File: src/rtl/prio_irq_pkg.sv
package prio_irq_pkg;
  // register sub-slot inside each 0x10 source window, decoded from addr[3:2]
  typedef enum logic [1:0] {
    SUB_RW  = 2'd0,
    SUB_SET = 2'd1,
    SUB_CLR = 2'd2,
    SUB_NONE = 2'd3
  } sub_slot_e;

  localparam int unsigned SRC_STRIDE = 16;
endpackage

File: src/rtl/src_cfg_bank.sv
module src_cfg_bank
  import prio_irq_pkg::*;
#(
  parameter int unsigned NUM_SRC = 64,
  parameter int unsigned PRIO_W  = 2,
  localparam int unsigned IDX_W  = $clog2(NUM_SRC)
) (
  input  logic                            clk_i,
  input  logic                            rst_ni,
  input  logic                            we_i,
  input  logic [IDX_W-1:0]                idx_i,
  input  sub_slot_e                       sub_i,
  input  logic [PRIO_W:0]                 wdata_i,
  output logic [NUM_SRC-1:0]              en_o,
  output logic [NUM_SRC-1:0][PRIO_W-1:0]  prio_o
);

  for (genvar n = 0; n < NUM_SRC; n++) begin : g_src
    logic [PRIO_W:0] cfg_q;
    always_ff @(posedge clk_i or negedge rst_ni) begin
      if (!rst_ni) begin
        cfg_q <= '0;
      end else if (we_i && idx_i == IDX_W'(n)) begin
        case (sub_i)
          SUB_RW:  cfg_q <= wdata_i;
          SUB_SET: cfg_q <= cfg_q | wdata_i;
          SUB_CLR: cfg_q <= cfg_q & ~wdata_i;
          default: cfg_q <= cfg_q;
        endcase
      end
    end
    assign en_o[n]   = cfg_q[PRIO_W];
    assign prio_o[n] = cfg_q[PRIO_W-1:0];
  end

endmodule

File: src/rtl/prio_arbiter.sv
module prio_arbiter #(
  parameter int unsigned NUM_SRC = 64,
  parameter int unsigned PRIO_W  = 2,
  localparam int unsigned IDX_W   = $clog2(NUM_SRC),
  localparam int unsigned NUM_LVL = 1 << PRIO_W
) (
  input  logic [NUM_SRC-1:0]              pend_i,
  input  logic [NUM_SRC-1:0]              en_i,
  input  logic [NUM_SRC-1:0][PRIO_W-1:0]  prio_i,
  input  logic [NUM_LVL-1:0]              isr_i,
  output logic                            valid_o,
  output logic [IDX_W-1:0]                idx_o,
  output logic [PRIO_W-1:0]               prio_o
);

  logic              any_isr;
  logic [PRIO_W-1:0] top_lvl;
  logic [NUM_SRC-1:0] elig;

  always_comb begin
    any_isr = |isr_i;
    top_lvl = '0;
    for (int l = 0; l < NUM_LVL; l++) begin
      if (isr_i[l]) top_lvl = PRIO_W'(l);
    end
  end

  always_comb begin
    for (int n = 0; n < NUM_SRC; n++) begin
      elig[n] = pend_i[n] && en_i[n] && (!any_isr || prio_i[n] > top_lvl);
    end
  end

  // scan downward with >= so the lowest index wins ties
  always_comb begin
    valid_o = 1'b0;
    idx_o   = '0;
    prio_o  = '0;
    for (int n = NUM_SRC - 1; n >= 0; n--) begin
      if (elig[n] && (!valid_o || prio_i[n] >= prio_o)) begin
        valid_o = 1'b1;
        idx_o   = IDX_W'(n);
        prio_o  = prio_i[n];
      end
    end
  end

endmodule

File: src/rtl/level_tracker.sv
module level_tracker #(
  parameter int unsigned PRIO_W = 2,
  localparam int unsigned NUM_LVL = 1 << PRIO_W
) (
  input  logic               clk_i,
  input  logic               rst_ni,
  input  logic               claim_i,
  input  logic [PRIO_W-1:0]  claim_lvl_i,
  input  logic               ack_i,
  input  logic [NUM_LVL-1:0] ack_mask_i,
  input  logic               vec_we_i,
  input  logic               win_valid_i,
  input  logic [PRIO_W-1:0]  win_prio_i,
  output logic [NUM_LVL-1:0] isr_o,
  output logic               irq_o
);

  logic [NUM_LVL-1:0] isr_q, isr_set, isr_clr;
  logic               mute_q, suppress, irq_q;
  logic [PRIO_W-1:0]  mute_lvl_q;

  assign isr_set  = claim_i ? (NUM_LVL'(1) << claim_lvl_i) : '0;
  assign isr_clr  = ack_i ? ack_mask_i : '0;
  assign suppress = mute_q && (win_prio_i <= mute_lvl_q);

  always_ff @(posedge clk_i or negedge rst_ni) begin
    if (!rst_ni) begin
      isr_q      <= '0;
      mute_q     <= 1'b0;
      mute_lvl_q <= '0;
      irq_q      <= 1'b0;
    end else begin
      isr_q <= (isr_q | isr_set) & ~isr_clr;
      if (vec_we_i && win_valid_i) begin
        mute_q     <= 1'b1;
        mute_lvl_q <= win_prio_i;
      end else if (ack_i) begin
        mute_q <= 1'b0;
      end
      irq_q <= win_valid_i && !suppress;
    end
  end

  assign isr_o = isr_q;
  assign irq_o = irq_q;

  for (genvar l = 0; l < NUM_LVL; l++) begin : g_chk
    assert_ack_clears_R8: assert property (@(posedge clk_i) disable iff (!rst_ni)
      (ack_i && ack_mask_i[l]) |=> !isr_q[l]);
    assert_claim_sets_R5: assert property (@(posedge clk_i) disable iff (!rst_ni)
      (claim_i && claim_lvl_i == PRIO_W'(l) && !(ack_i && ack_mask_i[l])) |=> isr_q[l]);
  end

  assert_mute_holds_R7: assert property (@(posedge clk_i) disable iff (!rst_ni)
    (mute_q && win_valid_i && win_prio_i <= mute_lvl_q) |=> !irq_q);

endmodule

File: src/rtl/prio_irq_collector.sv
module prio_irq_collector
  import prio_irq_pkg::*;
#(
  parameter int unsigned NUM_SRC = 64,
  parameter int unsigned PRIO_W  = 2,
  parameter int unsigned VEC_W   = 7,
  parameter int unsigned ADDR_W  = 12,
  parameter int unsigned DATA_W  = 32
) (
  input  logic               clk_i,
  input  logic               rst_ni,
  input  logic [NUM_SRC-1:0] src_i,
  input  logic [ADDR_W-1:0]  addr_i,
  input  logic               wr_en_i,
  input  logic [DATA_W-1:0]  wdata_i,
  input  logic               rd_en_i,
  output logic [DATA_W-1:0]  rdata_o,
  output logic               irq_o
);

  localparam int unsigned IDX_W    = $clog2(NUM_SRC);
  localparam int unsigned NUM_LVL  = 1 << PRIO_W;
  localparam int unsigned SRC_SPAN = NUM_SRC * SRC_STRIDE;
  localparam logic [ADDR_W-1:0] STATUS_A = ADDR_W'(SRC_SPAN);
  localparam logic [ADDR_W-1:0] VECTOR_A = ADDR_W'(SRC_SPAN + SRC_STRIDE);
  localparam logic [ADDR_W-1:0] LVACK_A  = ADDR_W'(SRC_SPAN + 2 * SRC_STRIDE);
  localparam logic [VEC_W-1:0]  SPURIOUS = '1;

  logic                           in_src;
  logic [IDX_W-1:0]               src_idx;
  sub_slot_e                      sub;
  logic [NUM_SRC-1:0]             en;
  logic [NUM_SRC-1:0][PRIO_W-1:0] prio;
  logic [NUM_LVL-1:0]             isr;
  logic                           win_valid;
  logic [IDX_W-1:0]               win_idx;
  logic [PRIO_W-1:0]              win_prio;
  logic                           status_rd, vec_we, ack_we, cfg_we;
  logic [DATA_W-1:0]              rd_mux, rdata_q;

  assign in_src    = addr_i < STATUS_A;
  assign src_idx   = addr_i[IDX_W+3:4];
  assign sub       = sub_slot_e'(addr_i[3:2]);
  assign cfg_we    = wr_en_i && in_src && sub != SUB_NONE;
  assign status_rd = rd_en_i && addr_i == STATUS_A;
  assign vec_we    = wr_en_i && addr_i == VECTOR_A;
  assign ack_we    = wr_en_i && addr_i == LVACK_A;

  src_cfg_bank #(.NUM_SRC(NUM_SRC), .PRIO_W(PRIO_W)) u_cfg (
    .clk_i   (clk_i),
    .rst_ni  (rst_ni),
    .we_i    (cfg_we),
    .idx_i   (src_idx),
    .sub_i   (sub),
    .wdata_i (wdata_i[PRIO_W:0]),
    .en_o    (en),
    .prio_o  (prio)
  );

  prio_arbiter #(.NUM_SRC(NUM_SRC), .PRIO_W(PRIO_W)) u_arb (
    .pend_i  (src_i),
    .en_i    (en),
    .prio_i  (prio),
    .isr_i   (isr),
    .valid_o (win_valid),
    .idx_o   (win_idx),
    .prio_o  (win_prio)
  );

  level_tracker #(.PRIO_W(PRIO_W)) u_lvl (
    .clk_i       (clk_i),
    .rst_ni      (rst_ni),
    .claim_i     (status_rd && win_valid),
    .claim_lvl_i (win_prio),
    .ack_i       (ack_we),
    .ack_mask_i  (wdata_i[NUM_LVL-1:0]),
    .vec_we_i    (vec_we),
    .win_valid_i (win_valid),
    .win_prio_i  (win_prio),
    .isr_o       (isr),
    .irq_o       (irq_o)
  );

  always_comb begin
    rd_mux = '0;
    if (in_src) begin
      rd_mux[PRIO_W:0] = {en[src_idx], prio[src_idx]};
    end else if (addr_i == STATUS_A) begin
      rd_mux[VEC_W-1:0] = win_valid ? VEC_W'(win_idx) : SPURIOUS;
    end
  end

  always_ff @(posedge clk_i or negedge rst_ni) begin
    if (!rst_ni)      rdata_q <= '0;
    else if (rd_en_i) rdata_q <= rd_mux;
  end

  assign rdata_o = rdata_q;

  assert_win_enabled_R3: assert property (@(posedge clk_i) disable iff (!rst_ni)
    win_valid |-> (src_i[win_idx] && en[win_idx]));
  assert_spurious_R6: assert property (@(posedge clk_i) disable iff (!rst_ni)
    (status_rd && !win_valid) |=> rdata_o[VEC_W-1:0] == SPURIOUS);
  assert_no_claim_R6: assert property (@(posedge clk_i) disable iff (!rst_ni)
    (status_rd && !win_valid && !ack_we) |=> $stable(isr));

endmodule

File: config.mk
export PLATFORM = sky130hd
export DESIGN_NAME = prio_irq_collector
export DESIGN_NICKNAME = d
export VERILOG_FILES = /design/src/rtl/prio_irq_pkg.sv /design/src/rtl/src_cfg_bank.sv /design/src/rtl/prio_arbiter.sv /design/src/rtl/level_tracker.sv /design/src/rtl/prio_irq_collector.sv
export SDC_FILE = /design/constraint.sdc
export NUM_CORES = 1
export LEC_CHECK = 0
export BUFFER_PORTS_ARGS = -buffer_cell sky130_fd_sc_hd__buf_2
export CORE_ASPECT_RATIO = 1.25
export CORE_MARGIN = 4
export CORE_UTILIZATION = 45
export DETAILED_ROUTE_END_ITERATION = 8
export MAX_ROUTING_LAYER = met4
export SKIP_LAST_GASP = 1
export SYNTH_ARGS = -nofsm -noshare
export SYNTH_HDL_FRONTEND = slang
export SYNTH_SLANG_ARGS = --single-unit
File: constraint.sdc
create_clock -name clk_i -period 147.4 [get_ports clk_i]
set_input_delay 14.74 -clock clk_i [delete_from_list [all_inputs] [get_ports clk_i]]
set_output_delay 14.74 -clock clk_i [all_outputs]
set_load 0.02 [all_outputs]
== After elaboration in Yosys (flattened, before gate mapping) ==
Index checks and enable logic that the tools add are counted.
Storage, ports and cells
  input bits: 112
  word-level logic and storage cells: 1197
  RAM bits: 0
  bits in latches: 0
  bits in read-only memories: 0
  output and inout port bits: 33
  memories kept: 0
  register bits after elaboration: 207
Operators by class
  multiplexer cells: 271
  order comparisons: 130
  div/mod/pow operators: 0
  reduce and logical (&&, ||, !) cells: 525
  shift-type cells: 1
  equal/unequal tests: 69
  add/subtract/negate cells: 0
  bitwise logic cells: 132
  multipliers: 0
Operators by type and width (number)
  one-hot mux 3 bit (3 select lines): 64
  two-way mux 6 bit: 64
  logical AND 1 bit: 264
  bitwise AND 3 bit: 64
  == test 6 bit, second input constant: 32
  OR 3 bit: 64
  two-way mux 2 bit: 67
  > comparator 2 bit: 64
  AND reduction 2 bit: 64
  logical OR 1 bit: 127
  greater-or-equal comparator 2 bit: 63
  == test 6 x 5 -> 1 bit, second input constant: 16
  two-way mux 1 bit: 68
  zero test 1 bit: 65
  == test 6 x 4 -> 1 bit, second input constant: 8
  == test 12 x 11 -> 1 bit, second input constant: 3
  == test 6 x 3 -> 1 bit, second input constant: 4
  two-way mux 7 bit: 2
  binary-select mux 2 bit (select 6 bit): 1
  == test 6 x 2 -> 1 bit, second input constant: 2
  < comparator 12 x 11 -> 1 bit, second input constant: 1
  two-way mux 4 bit: 3
  < comparator 6 x 7 -> 1 bit, second input constant: 1
  binary-select mux 1 bit (select 6 bit): 1
  other kinds (16): 16

== Depth between registers and ports, before layout ==
  depth in word-level cells: 263
  mapped depth: 439
  gate-level depth less buffers: 438

== By module ==
From an unflattened synthesis, not the netlist that was laid out.
Second synthesis, totals
  cell total of the unflattened synthesis: 2490
  area total of the unflattened synthesis: 20359.5 µm²
By module, submodules not included
  prio_arbiter: area each 10042.1 µm², seq. area each 0.0 µm², cells each 1511, times used 1
  src_cfg_bank: area each 7512.2 µm², seq. area each 4804.6 µm², cells each 723, times used 1
  prio_irq_collector: area each 2438.6 µm², seq. area each 175.2 µm², cells each 228, times used 1
  level_tracker: area each 366.6 µm², seq. area each 200.2 µm², cells each 28, times used 1

== Least setup slack after synthesis ==
OpenSTA, ideal clock, no wires.
  path kind: input-to-reg
  start: input src_i[63]
  end: register u_lvl.isr_q[2], in the netlist u_lvl.isr_o[2]
  setup slack: 55.851 ns
  arrival: 91.467 ns
  required time: 147.318 ns
  library setup time: 0.082 ns
  path buffers: 1
  stages on the path: 409
  cell sequence: o2111ai_1 > o21ai_1 > and2_1 > ha_1 > nand2b_1 > a21o_1 > o21bai_1 > a32oi_1 > inv_1 > ha_1 > nand2b_1 > a21oi_1 > a21boi_0 > or2_0 > a21oi_1 > ha_1 > nand2b_1 > a21oi_1 > [373 not listed] > mux2_2 > ha_1 > nand2b_1 > maj3_1 > o21ai_0 > and2_1 > a21boi_1 > o21a_1 > nand2b_1 > ha_1 > nand2b_1 > a21o_1 > o21ai_2 > mux2i_1 > nor3b_1 > nand2_1 > or4_1 > a22oi_2
Between the ends
  word-level cells in the longest chain between the ends: 259
  elaborated cells on any way between the ends: 387
  classes of those cells: order compare: 63; shift: 1; mux: 129; bitwise: 2; reduce/logical: 192
RTL lines
  from (decl): line prio_irq_collector.sv:12  | input logic [NUM_SRC-1:0] src_i,
  logical AND 1 bit * (2 in a row): line prio_arbiter.sv:30  | elig[n] = pend_i[n] && en_i[n] && (!any_isr || prio_i[n] > top_lvl);
  two-way mux 2 bit / two-way mux 1 bit (equally long branches): line prio_arbiter.sv:40  | if (elig[n] && (!valid_o || prio_i[n] >= prio_o)) begin
  greater-or-equal comparator 2 bit / zero test 1 bit (equally long branches): line prio_arbiter.sv:40
  logical OR 1 bit: line prio_arbiter.sv:40
  logical AND 1 bit: line prio_arbiter.sv:40
  two-way mux 2 bit / two-way mux 1 bit (equally long branches): line prio_arbiter.sv:40
  greater-or-equal comparator 2 bit / zero test 1 bit (equally long branches): line prio_arbiter.sv:40
  logical OR 1 bit: line prio_arbiter.sv:40
  [243 not listed]
  logical OR 1 bit: line prio_arbiter.sv:40
  logical AND 1 bit: line prio_arbiter.sv:40
  two-way mux 2 bit *: line prio_arbiter.sv:40
  via u_arb.prio_o[1]: line prio_arbiter.sv:13  | output logic [PRIO_W-1:0] prio_o
  << shifter 1 x 2 -> 4 bit *: line level_tracker.sv:22  | assign isr_set = claim_i ? (NUM_LVL'(1) << claim_lvl_i) : '0;
  two-way mux 4 bit *: line level_tracker.sv:22
  OR 4 bit *: line level_tracker.sv:33  | isr_q <= (isr_q | isr_set) & ~isr_clr;
  bitwise AND 4 bit *: line level_tracker.sv:33
  to (signal assigned): line level_tracker.sv:33
  to (decl): line level_tracker.sv:18  | logic [NUM_LVL-1:0] isr_q, isr_set, isr_clr;
Mark *: on every way through the listed nets, which the timed path passes. The rest lies on a longest branch.
A chain may end at the register's enable or synchronous reset.

== Worst setup path in the final report ==
Ends and elaborated chain as after synthesis.

==> tab_implementation.tex <==
\begin{tabular}{lr}
\hline
Metric & Value \\
\hline
\multicolumn{2}{l}{\textbf{Setup path}} \\
\quad Biggest fanout along the worst timing path & 8 \\
\quad Critical path data required time & between 100 and 150 ns \\
\quad Startpoint-to-endpoint class of the critical path & in -> reg \\
\quad Top cell by count, worst path & ha\_1 \\
\quad Highest-delay cell along the critical path & o311ai\_0 \\
\quad CP peak stage delay & 0.89 ns \\
\quad CP Capture Type & flip-flop \\
\quad Flop-to-flop setup slack & about 56 ns \\
\quad Kind of launch point of the worst setup path & input port \\
\quad Critical path arrival & 104.51 ns \\
\multicolumn{2}{l}{\textbf{Floorplan}} \\
\quad Die area & about 48000 sq um \\
\quad Total I/O pin count & about 150 \\
\quad Area of the core region & between 40000 and 50000 sq um \\
\quad Die Span Y & $\sim$240 um \\
\quad Floorplan row count & 85 \\
\quad Initial core utilization & 45.88\% \\
\quad Chip width & 196.1 um \\
\multicolumn{2}{l}{\textbf{Global route}} \\
\quad Initial antenna violation count & 0 \\
\quad Maximum number of pins on one net before global-route repair & between 80 and 90 \\
\quad GRT Residual Overflow & 0 \\
\quad Number of global-route vias before repair & about 19000 \\
\quad GRT Overall Usage & between 20 and 30\% \\
\quad Wire length of the first global-routing pass & 107.5 mm \\
\multicolumn{2}{l}{\textbf{STA}} \\
\quad Min cycle time layout & around 100 ns \\
\quad Transition at the pin with the smallest max-transition slack & 1.088 ns \\
\quad Setup repair after global routing missed its margin & no \\
\quad Final max-slew violation count & 0 \\
\quad Final number of setup-violating endpoints & 0 \\
\quad Fmax & roughly 9.6 MHz \\
\quad Period utilization & roughly 70\% \\
\quad Total negative setup slack & 0 ns \\
\quad Clock Skew & roughly 0.015 ns \\
\quad Hold Violations, Final & 0 \\
\quad Worst max-slew margin expressed relative to the limit & about 27\% \\
\multicolumn{2}{l}{\textbf{Clock network}} \\
\quad Cts repair resizes & 0 \\
\quad TritonCTS clock tree & yes \\
\quad Latest clock arrival within the worst-skew pair & about 0.54 ns \\
\quad Bufs on Longest Clock Path & 3 \\
\quad Number of clock buffers inserted by TritonCTS & 24 \\
\quad Number of H-tree levels & 1 \\
\quad Buffers inserted by post-CTS timing repair & 0 \\
\quad Clock root cell & clkbuf\_16 \\
\quad Count of clock tree sinks & approximately 210 \\
\quad Clock transition at the registers of the reported paths & $\sim$0.07 ns \\
\quad Hold buffer count at CTS & 0 \\
\multicolumn{2}{l}{\textbf{Synthesis}} \\
\quad Ys flop type & dfrtp\_1 \\
\quad Flip-flop and latch count after synthesis & around 210 \\
\quad Cell count after synthesis & about 2500 \\
\quad Sequential cell area fraction in the yosys report & a little over a quarter \\
\quad Number of flops mapped to enable cells by yosys & 0 \\
\quad Synthesized area & between 15000 and 20000 sq um \\
\quad Library cells used by synthesis & 101 \\
\quad Synthesis Warnings & 0 \\
\quad Post-synthesis average cell area & 8.109 sq um \\
\quad Share of synthesized flip-flops with an asynchronous set or reset & 100.0\% \\
\multicolumn{2}{l}{\textbf{Drt}} \\
\quad Post-route DRC violation count & 0 \\
\quad Routed wire length & 68.71 mm \\
\quad Antenna Nets Post-Route & 0 \\
\quad Drt initial violations & $\sim$1500 \\
\quad Total via count in the routed design & a little under 20000 \\
\quad Detailed-routing iteration count for the pre-antenna-repair pass & 7 \\
\quad Via count normalized by instance count & around 6.3 \\
\quad Routed len/inst & $\sim$22 um \\
\multicolumn{2}{l}{\textbf{Status}} \\
\quad Status & finished clean \\
\multicolumn{2}{l}{\textbf{Layout}} \\
\quad Final Net Count & 2828 \\
\quad Most common cell after layout, fill and taps aside & a21oi\_1 \\
\quad Fraction of layout cells with a size suffix above 1 & between 10\% and 20\% \\
\quad ANT cells & 0 \\
\quad Area growth, synth to finish & 8.856\% \\
\quad Commonest cells after routing, fill and taps aside & 492 x a21oi\_1, 300 x nand2\_1, 207 x dfrtp\_1 \\
\quad Final cell area excluding filler cells & $\sim$22000 sq um \\
\multicolumn{2}{l}{\textbf{Placement}} \\
\quad Detailed placement HPWL & about 50 mm \\
\quad Placed cell area & 20870 sq um \\
\quad Count of buffers from port buffering & between 90 and 100 \\
\quad Routability Congestion & 0.9626 \\
\multicolumn{2}{l}{\textbf{Power}} \\
\quad Maximum resistive drop on vdd & 0.008064 mV \\
\quad Static Leakage & between 9 and 10 nW \\
\quad Power density over the cells & around 6.5 nW/um\^{}2 \\
\multicolumn{2}{l}{\textbf{Min path}} \\
\quad Worst hold path class & reg -> reg \\
\multicolumn{2}{l}{\textbf{Job}} \\
\quad Max-capacitance violation count & 0 \\
\hline
\end{tabular}
-- cells in the mapped netlist, drive strengths merged (11+ instances only) --
cell type  number  area [sq um]
or2            18         112.6
mux2           17         191.4
o31ai          15         122.6
nor2          173         649.4
a211oi         18         140.1
and2           33         206.5
nand4          14         123.9
nand3b         11         82.58
nor4           16         136.4
a21o           17         127.6
a21boi         14         105.1
nand3          40         205.2
nor3           34         175.2
ha            204          2552
or3            18         117.6
o2111ai        11         96.34
mux4           63          1419
o21ai         146         749.5
clkbuf         63         236.5
nand2         300          1126
nand2b         71         444.2
a31oi          15         93.84
a22oi          12         105.1
buf            39         257.8
dfrtp         207          5180
o211ai         18         140.1
a21oi         497          2521
nor2b          87         544.3
o21a           14         106.4
inv           110         412.9
-- cell families after synthesis --
group / count (synthesis) / synth area share, %
compound gates: 878 / 26.30
fa+ha+maj: 213 / 13.27
buf+inv: 212 / 4.557
flops: 207 / 26.02
mux: 88 / 8.491
other cells: 1 / 0.01884
simple gates: 856 / 21.34
-- routing by layer --
metal  track usage, %  part of all wire (%)  wire length, um  up-vias
met5                -                     0                0        -
met4            10.21                   4.0             2741        0
met3            2.843                   5.7             3933      136
met2            48.92                    49            33480      672
met1            36.16                    42            28550     9442
li1                 -                     -                -     9119
-- layout make-up --
type                       instances  area [sq um]
clock buffer                      32         691.9
clock inverter                    10         112.6
fill                            4233         21720
inverter                         110         412.9
multi-input combinational       2060         13960
sequential                       207          5180
tap                              565         706.9
timing repair buffer             109         603.1
-- sequential cells by signal (all words and copies together) (netlist names) --
name,cells
u_lvl.mute_lvl_q,2
rdata_o,7
u_lvl.isr_o,4
u_lvl.irq_o,1
u_lvl.mute_q,1
u_cfg.g_src.cfg_q,192
-- where the power goes --
group	internal (mW)	switching (mW)
Sequential	0.0585	0.00248
Combinational	0.00529	0.0118
Clock	0.0364	0.0261
-- per-stage QoR --
stage | utilization [%] | cells | hold WS (ns) | power (mW) | setup slack [ns]
final | 49.94 | 3093 | 0.4848 | 0.1406 | 43.35
after global routing | 49.94 | 3093 | 0.5087 | 0.1457 | 36.28
after CTS | 49.94 | 3093 | 0.4866 | 0.1415 | 44.47
after detailed placement | 48.09 | 3051 | 0.4711 | 0.07890 | 44.14
after global placement | 48.09 | 3051 | 0.4655 | 0.07845 | 45.67
after floorplan | - | 2479 | 0.4201 | 0.07137 | 55.85
-- path summary, 6_finish.rpt --
check,startpoint,endpoint,cells past startpoint
max,src_i[63],u_lvl.isr_o[2],410
min,u_lvl.mute_q,u_lvl.mute_q,1
max reg2reg,u_lvl.isr_o[2],u_lvl.isr_o[2],412
min reg2reg,u_lvl.mute_q,u_lvl.mute_q,1
max in group asynchronous,rst_ni,u_cfg.g_src[43].cfg_q[0],3
min in group asynchronous,rst_ni,u_cfg.g_src[11].cfg_q[1],1
-- critical path: cells and delay by family --
family | cells | cell delay, ns
multiplexers | 21 | 7.54
buffers and inverters | 11 | 1.06
adder cells (fa/ha/maj) | 72 | 20.03
AND/OR/NAND/NOR | 159 | 25.61
AO/OA/AOI/OAI | 147 | 35.50
Power figures use the tool's default switching activity.
